`config.mk`:
```
export PLATFORM = sky130hd
export DESIGN_NAME = manchester_word_tx
export DESIGN_NICKNAME = d
export VERILOG_FILES = /design/src/rtl/mtx_pkg.sv /design/src/rtl/mtx_hold.sv /design/src/rtl/mtx_timer.sv /design/src/rtl/mtx_shifter.sv /design/src/rtl/mtx_bus_gate.sv /design/src/rtl/manchester_word_tx.sv
export SDC_FILE = /design/constraint.sdc
export NUM_CORES = 1
export LEC_CHECK = 0
export BUFFER_PORTS_ARGS = -buffer_cell sky130_fd_sc_hd__buf_2
export CAP_MARGIN = 15
export CORE_UTILIZATION = 25
export CTS_CLUSTER_DIAMETER = 80
export DETAILED_ROUTE_END_ITERATION = 10
export SLEW_MARGIN = 15
export SYNTH_ARGS = -nofsm -noshare
export SYNTH_HDL_FRONTEND = slang
export SYNTH_SLANG_ARGS = --single-unit
```
`constraint.sdc`:
```
create_clock -name clk -period 2.2 [get_ports clk]
set_input_delay 0.11 -clock clk [delete_from_list [all_inputs] [get_ports clk]]
set_output_delay 0.11 -clock clk [all_outputs]
set_load 0.03 [all_outputs]
```
`src/rtl/mtx_pkg.sv`:
```
package mtx_pkg;

  localparam int DATA_W    = 16;
  localparam int SYNC_BITS = 3;
  localparam int WORD_BITS = SYNC_BITS + DATA_W + 1;
  localparam int SLOTS     = 2 * WORD_BITS;

  typedef enum logic {
    SYNC_DATA = 1'b0,
    SYNC_CMD  = 1'b1
  } sync_e;

  typedef struct packed {
    sync_e             sync;
    logic              bus_sel;
    logic [DATA_W-1:0] data;
  } txw_t;

  // parity bit that makes data plus parity carry an odd count of ones
  function automatic logic odd_par(input logic [DATA_W-1:0] d);
    return ~(^d);
  endfunction

  // line level per half-bit slot, slot 0 at the MSB
  function automatic logic [SLOTS-1:0] halfslots(input txw_t w);
    logic [SLOTS-1:0] p;
    logic             pb;
    p = '0;
    for (int s = 0; s < 2*SYNC_BITS; s++) begin
      if (w.sync == SYNC_CMD) p[SLOTS-1-s] = (s < SYNC_BITS);
      else                    p[SLOTS-1-s] = (s >= SYNC_BITS);
    end
    for (int i = 0; i < DATA_W; i++) begin
      p[SLOTS-1-2*SYNC_BITS-2*i]   =  w.data[DATA_W-1-i];
      p[SLOTS-2-2*SYNC_BITS-2*i]   = ~w.data[DATA_W-1-i];
    end
    pb   = odd_par(w.data);
    p[1] = pb;
    p[0] = ~pb;
    return p;
  endfunction

endpackage

```
`src/rtl/mtx_hold.sv`:
```
module mtx_hold
  import mtx_pkg::*;
(
  input  logic clk,
  input  logic rst_n,
  input  logic wr_en,
  input  txw_t wr_word,
  input  logic take,
  output logic vld,
  output txw_t word
);

  always_ff @(posedge clk or negedge rst_n) begin
    if (!rst_n) begin
      vld  <= 1'b0;
      word <= '0;
    end else if (wr_en) begin
      vld  <= 1'b1;
      word <= wr_word;
    end else if (take) begin
      vld  <= 1'b0;
    end
  end

endmodule

```
`src/rtl/mtx_timer.sv`:
```
module mtx_timer
  import mtx_pkg::*;
#(
  parameter int CLK_PER_BIT = 12,
  parameter int ON_HALVES   = 7,
  parameter int OFF_HALVES  = 37
) (
  input  logic clk,
  input  logic rst_n,
  input  logic start,
  output logic busy,
  output logic half_end,
  output logic last_clk,
  output logic ready_win
);

  localparam int HALF      = CLK_PER_BIT / 2;
  localparam int WORD_CLKS = WORD_BITS * CLK_PER_BIT;
  localparam int RDY_ON    = (ON_HALVES * CLK_PER_BIT) / 2;
  localparam int RDY_OFF   = (OFF_HALVES * CLK_PER_BIT) / 2;
  localparam int TW        = $clog2(WORD_CLKS);
  localparam int HW        = $clog2(HALF + 1);

  logic [TW-1:0] tick;
  logic [HW-1:0] half;

  assign half_end  = busy && (half == HW'(HALF - 1));
  assign last_clk  = busy && (tick == TW'(WORD_CLKS - 1));
  assign ready_win = (tick >= TW'(RDY_ON)) && (tick < TW'(RDY_OFF));

  always_ff @(posedge clk or negedge rst_n) begin
    if (!rst_n) begin
      busy <= 1'b0;
      tick <= '0;
      half <= '0;
    end else if (start) begin
      busy <= 1'b1;
      tick <= '0;
      half <= '0;
    end else if (busy) begin
      busy <= !last_clk;
      tick <= last_clk ? '0 : tick + 1'b1;
      half <= half_end ? '0 : half + 1'b1;
    end
  end

endmodule

```
`src/rtl/mtx_shifter.sv`:
```
module mtx_shifter
  import mtx_pkg::*;
(
  input  logic clk,
  input  logic rst_n,
  input  logic start,
  input  logic half_end,
  input  txw_t next_word,
  output logic line_lvl,
  output logic cur_bus
);

  logic [SLOTS-1:0] pat;

  always_ff @(posedge clk or negedge rst_n) begin
    if (!rst_n) begin
      pat     <= '0;
      cur_bus <= 1'b0;
    end else if (start) begin
      pat     <= halfslots(next_word);
      cur_bus <= next_word.bus_sel;
    end else if (half_end) begin
      pat     <= {pat[SLOTS-2:0], 1'b0};
    end
  end

  assign line_lvl = pat[SLOTS-1];

endmodule

```
`src/rtl/mtx_bus_gate.sv`:
```
module mtx_bus_gate #(
  parameter int NUM_BUS = 2,
  localparam int SW     = (NUM_BUS > 1) ? $clog2(NUM_BUS) : 1
) (
  input  logic               busy,
  input  logic               lvl,
  input  logic [SW-1:0]      sel,
  input  logic [NUM_BUS-1:0] dis,
  output logic [NUM_BUS-1:0] pos,
  output logic [NUM_BUS-1:0] neg
);

  for (genvar g = 0; g < NUM_BUS; g++) begin : g_bus
    logic act;
    assign act    = busy && (sel == SW'(g)) && !dis[g];
    assign pos[g] = act &  lvl;
    assign neg[g] = act & ~lvl;
  end

endmodule

```
`src/rtl/manchester_word_tx.sv`:
```
module manchester_word_tx
  import mtx_pkg::*;
#(
  parameter int CLK_PER_BIT = 12
) (
  input  logic        clk,
  input  logic        rst_n,
  input  logic        wr_en,
  input  logic [15:0] wr_data,
  input  logic        wr_cmd_sync,
  input  logic        wr_bus_b,
  input  logic        dis_a,
  input  logic        dis_b,
  output logic        ready,
  output logic        bus_a_p,
  output logic        bus_a_n,
  output logic        bus_b_p,
  output logic        bus_b_n
);

  // named internal events, also observed by the checker
  logic busy, hold_vld, start, half_end, last_clk, ready_win, line_lvl, cur_bus;
  txw_t wr_word, hold_word;
  logic [1:0] pos, neg;

  assign wr_word = '{sync: sync_e'(wr_cmd_sync), bus_sel: wr_bus_b, data: wr_data};
  assign start   = hold_vld && (!busy || last_clk);

  mtx_hold u_hold (
    .clk(clk), .rst_n(rst_n), .wr_en(wr_en), .wr_word(wr_word),
    .take(start), .vld(hold_vld), .word(hold_word)
  );

  mtx_timer #(.CLK_PER_BIT(CLK_PER_BIT)) u_timer (
    .clk(clk), .rst_n(rst_n), .start(start), .busy(busy),
    .half_end(half_end), .last_clk(last_clk), .ready_win(ready_win)
  );

  mtx_shifter u_shift (
    .clk(clk), .rst_n(rst_n), .start(start), .half_end(half_end),
    .next_word(hold_word), .line_lvl(line_lvl), .cur_bus(cur_bus)
  );

  mtx_bus_gate #(.NUM_BUS(2)) u_gate (
    .busy(busy), .lvl(line_lvl), .sel(cur_bus), .dis({dis_b, dis_a}),
    .pos(pos), .neg(neg)
  );

  assign ready   = busy ? ready_win : ~hold_vld;
  assign bus_a_p = pos[0];
  assign bus_a_n = neg[0];
  assign bus_b_p = pos[1];
  assign bus_b_n = neg[1];

endmodule

```
==> impl_metrics.prom, run 1 <==
# TYPE chip_impl_metric gauge
chip_impl_metric{name="floorplan.initialDensity",unit=""} 0.256
chip_impl_metric{name="finalHoldViolations",unit=""} 0
chip_impl_metric{name="ys_types",unit=""} 32
chip_impl_metric{name="worst_pin_slew",unit="ps"} 631
chip_impl_metric{name="ys_ff_latch",unit=""} 72
chip_impl_metric{name="initialDrtViolationCount",unit=""} 124
chip_impl_info{name="hold_path_startpoint",value="wr_data[8]"} 1
chip_impl_info{name="post-synth-top-area-cell",value="sky130_fd_sc_hd__dfrtp_1"} 1
chip_impl_info{name="reg2reg_from",value="u_timer.tick[1]$_DFFE_PN0P_"} 1
chip_impl_metric{name="final_cell_area",unit="sq um"} 4090
chip_impl_metric{name="mappedNetlistArea",unit="sq um"} 3370
chip_impl_metric{name="cp_num_buf_inv",unit=""} 1
chip_impl_metric{name="grt_start_max_net_pins",unit=""} 48
chip_impl_info{name="critPathLaunchType",value="flip-flop"} 1
chip_impl_metric{name="post-place-ws",unit="ps"} 277
chip_impl_metric{name="synth.avg_cell_area",unit="sq um"} 9.83
chip_impl_metric{name="final.setup.tns",unit="ps"} 0
chip_impl_metric{name="n_diodes",unit=""} 0
chip_impl_metric{name="slew-limit-headroom",unit=""} 0.579
chip_impl_metric{name="synth.net_count",unit=""} 369
chip_impl_info{name="rsz0062_at_grt",value="false"} 1
chip_impl_metric{name="fmax",unit="MHz"} 516
chip_impl_metric{name="dr.pass1.iters",unit=""} 4
chip_impl_metric{name="worst_ir_drop_vdd",unit="mV"} 0.461
chip_impl_metric{name="clk_latency",unit="ps"} 330
chip_impl_metric{name="synth-seq-area-share",unit=""} 0.534
chip_impl_info{name="yosys-top-cells-count",value="105 x sky130_fd_sc_hd__nand2_1, 72 x sky130_fd_sc_hd__dfrtp_1, 23 x sky130_fd_sc_hd__nor2_1, 22 x sky130_fd_sc_hd__a31oi_1, 19 x sky130_fd_sc_hd__mux2_2"} 1
chip_impl_metric{name="postPlaceCellArea",unit="sq um"} 3710
chip_impl_metric{name="drive_gt1_frac",unit=""} 0.189
chip_impl_metric{name="finalWorstPathRequiredPeriod",unit="ps"} 1940
chip_impl_info{name="post-synth-top-count-cell",value="sky130_fd_sc_hd__nand2_1"} 1
chip_impl_metric{name="post_synthesis_async_set_or_reset_flop_share",unit=""} 1.00
chip_impl_info{name="slowest_stage",value="sky130_fd_sc_hd__dfrtp_1"} 1
chip_impl_metric{name="timing.hold.ws",unit="ps"} 10.5
chip_impl_metric{name="clockBufferDepth",unit=""} 2
chip_impl_metric{name="min_period_over_period",unit=""} 0.881
chip_impl_metric{name="die-height",unit="um"} 118
chip_impl_metric{name="gp_routability_congestion",unit=""} 0.764
chip_impl_metric{name="worstPathArrival",unit="ps"} 2150
chip_impl_metric{name="fp.dieW",unit="um"} 118
chip_impl_metric{name="p_leak",unit="nW"} 1.96
chip_impl_info{name="synth_top_cells_by_area",value="sky130_fd_sc_hd__dfrtp_1 53%, sky130_fd_sc_hd__nand2_1 12%, sky130_fd_sc_hd__mux2_2 6.3%, sky130_fd_sc_hd__xnor2_1 4.2%, sky130_fd_sc_hd__a31oi_1 4.1%"} 1
chip_impl_metric{name="drtAntennaViolNets",unit=""} 0
chip_impl_metric{name="critPathRequiredTime",unit="ps"} 2410
chip_impl_metric{name="port_buffers",unit=""} 27
chip_impl_metric{name="fin_total_pwr",unit="mW"} 4.68
chip_impl_info{name="path_delay_family",value="simple AND/OR/NAND/NOR gates"} 1
chip_impl_info{name="worst_setup_path_startpoint",value="u_timer.tick[1]$_DFFE_PN0P_"} 1
chip_impl_metric{name="drt-vias-per-instance",unit=""} 4.48
chip_impl_metric{name="synth_edf_count",unit=""} 0
chip_impl_metric{name="core.rowCount",unit=""} 42
chip_impl_metric{name="ys_warn_count",unit=""} 0
chip_impl_metric{name="synthesis.instances",unit=""} 343
chip_impl_info{name="path_cells",value="ha_1 -> nand3_2 -> o31ai_4 -> nand2_4 -> buf_12 -> nor2_1 -> a31oi_1"} 1
chip_impl_metric{name="timing.critical_path.slowest_cell_delay",unit="ps"} 400
chip_impl_metric{name="fill_cells",unit=""} 1347
chip_impl_info{name="run_status",value="completed"} 1
chip_impl_metric{name="finish.net_count",unit=""} 397
chip_impl_metric{name="clock_skew",unit="ps"} 7.24
chip_impl_metric{name="grt_pass1_wl",unit="um"} 11000
chip_impl_metric{name="top_level_ports",unit=""} 28
chip_impl_metric{name="power.density",unit="nW/um^2"} 1140
chip_impl_info{name="worst_setup_path_end_kind",value="flip-flop"} 1
chip_impl_metric{name="post-route-drc-count",unit=""} 0
chip_impl_metric{name="clkSinkCount",unit=""} 72
chip_impl_metric{name="setup_viol",unit=""} 0
chip_impl_metric{name="postCtsSetupBuffers",unit=""} 0
chip_impl_info{name="criticalPathCategory",value="flip-flop to flip-flop"} 1
chip_impl_metric{name="timing.critical_path.fanout_max",unit=""} 33
chip_impl_metric{name="final_routed_wire_length_divided_by_cell_count",unit="um"} 11.6
chip_impl_metric{name="core_region_area",unit="sq um"} 13200
chip_impl_metric{name="finalMaxSlewViolations",unit=""} 0
chip_impl_metric{name="vias",unit=""} 2475
chip_impl_metric{name="cap_viol_max_count",unit=""} 0
chip_impl_metric{name="via_count_of_the_first_global_routing_pass",unit=""} 2338
chip_impl_metric{name="synth_top_area_share",unit=""} 0.534
chip_impl_info{name="ys_dominant_reg_cell",value="sky130_fd_sc_hd__dfrtp_1"} 1
chip_impl_metric{name="clk_pin_slew",unit="ps"} 60
chip_impl_metric{name="area_delta_synth_final",unit="%"} 21.4
chip_impl_metric{name="cts_inserted_buffers",unit=""} 9
chip_impl_metric{name="detail_route.wirelength",unit="um"} 6420
chip_impl_metric{name="layout_setup_ws",unit="ps"} 261
chip_impl_metric{name="grt_overflow_total",unit=""} 0
chip_impl_metric{name="post_cts_sizing_count",unit=""} 0
chip_impl_metric{name="dieArea",unit="sq um"} 14000
chip_impl_info{name="root_buffer",value="sky130_fd_sc_hd__clkbuf_16"} 1
chip_impl_metric{name="dp_hpwl",unit="um"} 4180
chip_impl_metric{name="grt_usage",unit=""} 0.0992
chip_impl_info{name="min_path_type",value="primary input to flip-flop"} 1
chip_impl_info{name="cts_tree",value="yes"} 1
chip_impl_metric{name="antenna_found_initial",unit=""} 0
chip_impl_metric{name="cts_max_level",unit=""} 3
metrics by stage:
step                std cells   util
floorplan                 343      -
global placement          531  0.281
detailed placement        531  0.281
CTS                       552  0.310
global route              552  0.310
finish                    552  0.310
logic make-up after synthesis:
logic type                 share of synthesized area
and+or+nand+nor                                0.177
DFF                                            0.534
AOI/OAI and AO/OA                              0.124
buffers and inverters                         0.0349
muxes                                         0.0694
xor gates and xnor gates                      0.0494
adders and majority gates                     0.0111
worst register-to-register path, cell delays in order, from the launching register on:
cell                      delay, ps
sky130_fd_sc_hd__dfrtp_1        400
sky130_fd_sc_hd__ha_1           220
sky130_fd_sc_hd__nand3_2        130
sky130_fd_sc_hd__o31ai_4        310
sky130_fd_sc_hd__nand2_4        270
sky130_fd_sc_hd__buf_12         270
sky130_fd_sc_hd__nor2_1         160
sky130_fd_sc_hd__a31oi_1         60
per-layer routing:
layer | global-route usage | vias to the layer above | part of all wire
met5 | 0 | - | 0
met4 | 0.0513 | 0 | 0.023
met3 | 0.0203 | 14 | 0.029
met2 | 0.165 | 47 | 0.49
met1 | 0.121 | 1202 | 0.45
li1 | - | 1212 | -
registers in the layout, indices dropped and copies added, names as in the netlist:
| name | flops |
|---|---|
| u_timer.half | 3 |
| u_hold.vld | 1 |
| u_shift.cur_bus | 1 |
| u_shift.pat | 40 |
| u_timer.tick | 8 |
| u_hold.word | 18 |
| u_timer.busy | 1 |
where the power goes:
part           total, mW  internal [mW]  leakage, nW  switching, mW
Clock               1.63           1.10        0.162          0.529
Combinational       1.11          0.533        0.884          0.574
Sequential          1.94           1.67        0.912          0.270
Total               4.68           3.31         1.96           1.37
layout by cell type (no fill, tap or decap), types with 3 or more instances in the layout:
cell	instances
sky130_fd_sc_hd__buf_12	3
sky130_fd_sc_hd__nor2_1	23
sky130_fd_sc_hd__and3_1	3
sky130_fd_sc_hd__mux2_2	19
sky130_fd_sc_hd__buf_4	4
sky130_fd_sc_hd__nand3_1	4
sky130_fd_sc_hd__ha_1	3
sky130_fd_sc_hd__o21ai_0	6
sky130_fd_sc_hd__a22o_1	4
sky130_fd_sc_hd__a31oi_1	22
sky130_fd_sc_hd__nand2_1	105
sky130_fd_sc_hd__dlygate4sd3_1	5
sky130_fd_sc_hd__clkbuf_16	9
sky130_fd_sc_hd__bufinv_16	3
sky130_fd_sc_hd__xnor2_1	16
sky130_fd_sc_hd__xor2_1	3
sky130_fd_sc_hd__a21o_1	17
sky130_fd_sc_hd__dfrtp_1	72
sky130_fd_sc_hd__buf_2	27
path summary, 6_finish.rpt:
kind / endpoint / cells after the start / slack [ps]
worst min register to register: u_shift.pat[0]$_DFFE_PN0P_ / 1 / 500
min in group asynchronous: u_timer.tick[6]$_DFFE_PN0P_ / 2 / 340
worst min-delay path: u_hold.word[8]$_DFFE_PN0P_ / 2 / 10
max in group asynchronous: u_hold.word[5]$_DFFE_PN0P_ / 3 / 1190
worst max register to register: u_shift.pat[15]$_DFFE_PN0P_ / 7 / 260
worst max-delay path: u_shift.pat[15]$_DFFE_PN0P_ / 7 / 260
timing repair:
item                                    4_1_cts  5_1_grt
endpoints found under the hold margin        29        0
hold buffers                                  5        0
endpoints found under the setup margin        0        0
cell type report:
class | count | area, sq um | area share
clock buffer | 10 | 229 | 0.0559
clock inverter | 6 | 108 | 0.0263
inverter | 2 | 7.51 | 0.00183
multi-input combinational | 247 | 1450 | 0.355
sequential | 72 | 1800 | 0.440
tap | 176 | 220 | 0.0538
timing repair buffer | 39 | 275 | 0.0672
(Power assumes the default switching activity.)
==> inputs of run 2 (changes only) <==
- clock period: 2.2 -> 1.82 ns (I/O delays scaled with it)
==> run 2 against run 1 <==
Effect of this change: the flow now finishes with violations (DRC); flip-flop and latch count stayed put; total power is 22% higher; largest power group unchanged; combinational power is 29% higher; register-to-register slack worse by 130 ps; largest cell class unchanged; first-iteration DRC count is 4.0% higher; clock power is 18% higher.
==> impl_metrics.prom, run 2 (same netlist as run 1, synthesis figures left out) <==
# TYPE chip_impl_metric gauge
chip_impl_metric{name="dp_hpwl",unit="um"} 4300
chip_impl_metric{name="fmax",unit="MHz"} 591
chip_impl_metric{name="drive_gt1_frac",unit=""} 0.201
chip_impl_metric{name="power.density",unit="nW/um^2"} 1330
chip_impl_metric{name="min_period_over_period",unit=""} 0.929
chip_impl_metric{name="top_level_ports",unit=""} 28
chip_impl_metric{name="dr.pass1.iters",unit=""} 7
chip_impl_metric{name="via_count_of_the_first_global_routing_pass",unit=""} 2470
chip_impl_metric{name="die-height",unit="um"} 118
chip_impl_metric{name="floorplan.initialDensity",unit=""} 0.256
chip_impl_info{name="path_cells",value="ha_2 -> nand3_2 -> o31ai_4 -> nand2_4 -> buf_12 -> mux2_2"} 1
chip_impl_metric{name="gp_routability_congestion",unit=""} 0.691
chip_impl_info{name="path_delay_family",value="flip-flops"} 1
chip_impl_info{name="reg_top3",value="u_shift.pat (40), u_hold.word (18), u_timer.tick (8)"} 1
chip_impl_metric{name="final_routed_wire_length_divided_by_cell_count",unit="um"} 11.8
chip_impl_metric{name="detail_route.wirelength",unit="um"} 6730
chip_impl_metric{name="grt_start_max_net_pins",unit=""} 73
chip_impl_info{name="final_common_cell",value="sky130_fd_sc_hd__nand2_1"} 1
chip_impl_info{name="worst_setup_path_end_kind",value="flip-flop"} 1
chip_impl_info{name="largest_register_by_flop_count",value="u_shift.pat"} 1
chip_impl_metric{name="worst_pin_slew",unit="ps"} 481
chip_impl_metric{name="finalWorstPathRequiredPeriod",unit="ps"} 1690
chip_impl_metric{name="area_delta_synth_final",unit="%"} 27.1
chip_impl_metric{name="finish.net_count",unit=""} 414
chip_impl_metric{name="cts_max_level",unit=""} 3
chip_impl_metric{name="fill_cells",unit=""} 1332
chip_impl_metric{name="initialDrtViolationCount",unit=""} 129
chip_impl_metric{name="cap_viol_max_count",unit=""} 0
chip_impl_metric{name="clk_latency",unit="ps"} 330
chip_impl_metric{name="finalMaxSlewViolations",unit=""} 0
chip_impl_info{name="critPathLaunchType",value="flip-flop"} 1
chip_impl_metric{name="slew-limit-headroom",unit=""} 0.680
chip_impl_metric{name="core.rowCount",unit=""} 42
chip_impl_info{name="failed_checks",value="DRC"} 1
chip_impl_metric{name="clk_pin_slew",unit="ps"} 60
chip_impl_info{name="slowest_stage",value="sky130_fd_sc_hd__dfrtp_1"} 1
chip_impl_metric{name="p_leak",unit="nW"} 2.04
chip_impl_metric{name="finalHoldViolations",unit=""} 0
chip_impl_metric{name="setup_viol",unit=""} 0
chip_impl_info{name="root_buffer",value="sky130_fd_sc_hd__clkbuf_16"} 1
chip_impl_metric{name="n_diodes",unit=""} 0
chip_impl_info{name="run_status",value="finished with violations"} 1
chip_impl_info{name="rsz0062_at_grt",value="false"} 1
chip_impl_metric{name="dieArea",unit="sq um"} 14000
chip_impl_metric{name="worst_ir_drop_vdd",unit="mV"} 0.521
chip_impl_metric{name="cts_inserted_buffers",unit=""} 9
chip_impl_metric{name="timing.critical_path.slowest_cell_delay",unit="ps"} 400
chip_impl_metric{name="drtAntennaViolNets",unit=""} 0
chip_impl_metric{name="port_buffers",unit=""} 27
chip_impl_info{name="layout.cells.most_common_list",value="105 x sky130_fd_sc_hd__nand2_1, 71 x sky130_fd_sc_hd__dfrtp_1, 27 x sky130_fd_sc_hd__buf_2"} 1
chip_impl_info{name="criticalPathCategory",value="flip-flop to flip-flop"} 1
chip_impl_metric{name="fp.dieW",unit="um"} 118
chip_impl_metric{name="clockBufferDepth",unit=""} 2
chip_impl_metric{name="grt_usage",unit=""} 0.105
chip_impl_metric{name="final.setup.tns",unit="ps"} 0
chip_impl_metric{name="core_region_area",unit="sq um"} 13200
chip_impl_metric{name="clock_skew",unit="ps"} 6.94
chip_impl_metric{name="timing.critical_path.fanout_max",unit=""} 32
chip_impl_metric{name="utilization",unit=""} 0.325
chip_impl_metric{name="fin_total_pwr",unit="mW"} 5.70
chip_impl_metric{name="vias",unit=""} 2543
chip_impl_metric{name="critPathRequiredTime",unit="ps"} 2040
chip_impl_metric{name="cp_num_buf_inv",unit=""} 1
chip_impl_metric{name="clkSinkCount",unit=""} 72
chip_impl_info{name="cts_tree",value="yes"} 1
chip_impl_info{name="min_path_type",value="primary input to flip-flop"} 1
chip_impl_metric{name="largest_register_ffs",unit=""} 40
chip_impl_metric{name="grt_overflow_total",unit=""} 0
chip_impl_metric{name="post-route-drc-count",unit=""} 1
chip_impl_metric{name="drt-vias-per-instance",unit=""} 4.47
chip_impl_metric{name="postCtsSetupBuffers",unit=""} 0
chip_impl_metric{name="antenna_found_initial",unit=""} 0
chip_impl_metric{name="grt_pass1_wl",unit="um"} 11700
chip_impl_metric{name="worstPathArrival",unit="ps"} 1910
[run 2: cell count changes in the layout (fill, tap and decap cells not counted), sizes merged]
cell | before | now
clkinvlp | 1 | 0
bufinv | 3 | 2
dlygate4sd3 | 5 | 19
clkinv | 2 | 3
buf | 34 | 37
clkbuf | 10 | 11
[run 2: layout make-up]
type | instances | area, sq um | share of cell area
Sequential cell | 72 | 1800 | 0.421
Tap cell | 176 | 220 | 0.0514
Clock buffer | 11 | 253 | 0.0590
Clock inverter | 5 | 78.8 | 0.0184
Inverter | 2 | 7.51 | 0.00175
Timing Repair Buffer | 56 | 463 | 0.108
Multi-Input combinational cell | 247 | 1460 | 0.341
[run 2: per-layer routing]
layer	GRT usage	wire length (um)	up-vias
li1	-	-	1247
met1	0.127	3090	1239
met2	0.175	3280	43
met3	0.0333	241	14
met4	0.0385	116	0
met5	0	0	-
[run 2: worst paths after layout]
path                                               end                         from  slack (ps)  cells after the start
max                        u_shift.cur_bus$_DFFE_PN0P_  u_timer.tick[0]$_DFFE_PN0P_         130                      6
min                             u_hold.vld$_DFFE_PN0P_                        wr_en         280                      2
min in group asynchronous  u_timer.tick[4]$_DFFE_PN0P_                        rst_n         330                      3
max reg2reg                u_shift.cur_bus$_DFFE_PN0P_  u_timer.tick[0]$_DFFE_PN0P_         130                      6
min reg2reg                 u_shift.pat[0]$_DFFE_PN0P_   u_shift.pat[0]$_DFFE_PN0P_         500                      1
max in group asynchronous  u_shift.pat[13]$_DFFE_PN0P_                        rst_n        1170                      3
[run 2: worst reg2reg max path: cells and delay by family, from the launching register on]
family                     cells  cell delay, ps
DFF                            1             400
muxes                          1             280
adders and majority gates      1             220
buffers and inverters          1             190
AOI/OAI and AO/OA              1             260
and+or+nand+nor                2             230
[run 2: what timing repair did]
item                                   in CTS  in global routing
setup endpoints to repair                   0                 34
resized for setup                           0                  5
hold buffers                               19                  0
endpoints found under the hold margin      90                  0
[run 2: stage by stage]
step	hold WS (ps)	instance area [sq um]	cells	worst slack, ps
final	276	4290	569	129
after global routing	301	4290	569	45.5
after CTS	277	4280	569	50.1
after detailed placement	164	3750	534	63.0
after global placement	174	3750	534	138
after floorplan	-205	3370	343	18.2
[run 2: power breakdown]
group	leakage [nW]	internal, mW	switching (mW)
sequential	0.911	2.02	0.319
combinational	0.967	0.699	0.728
clock	0.165	1.27	0.658
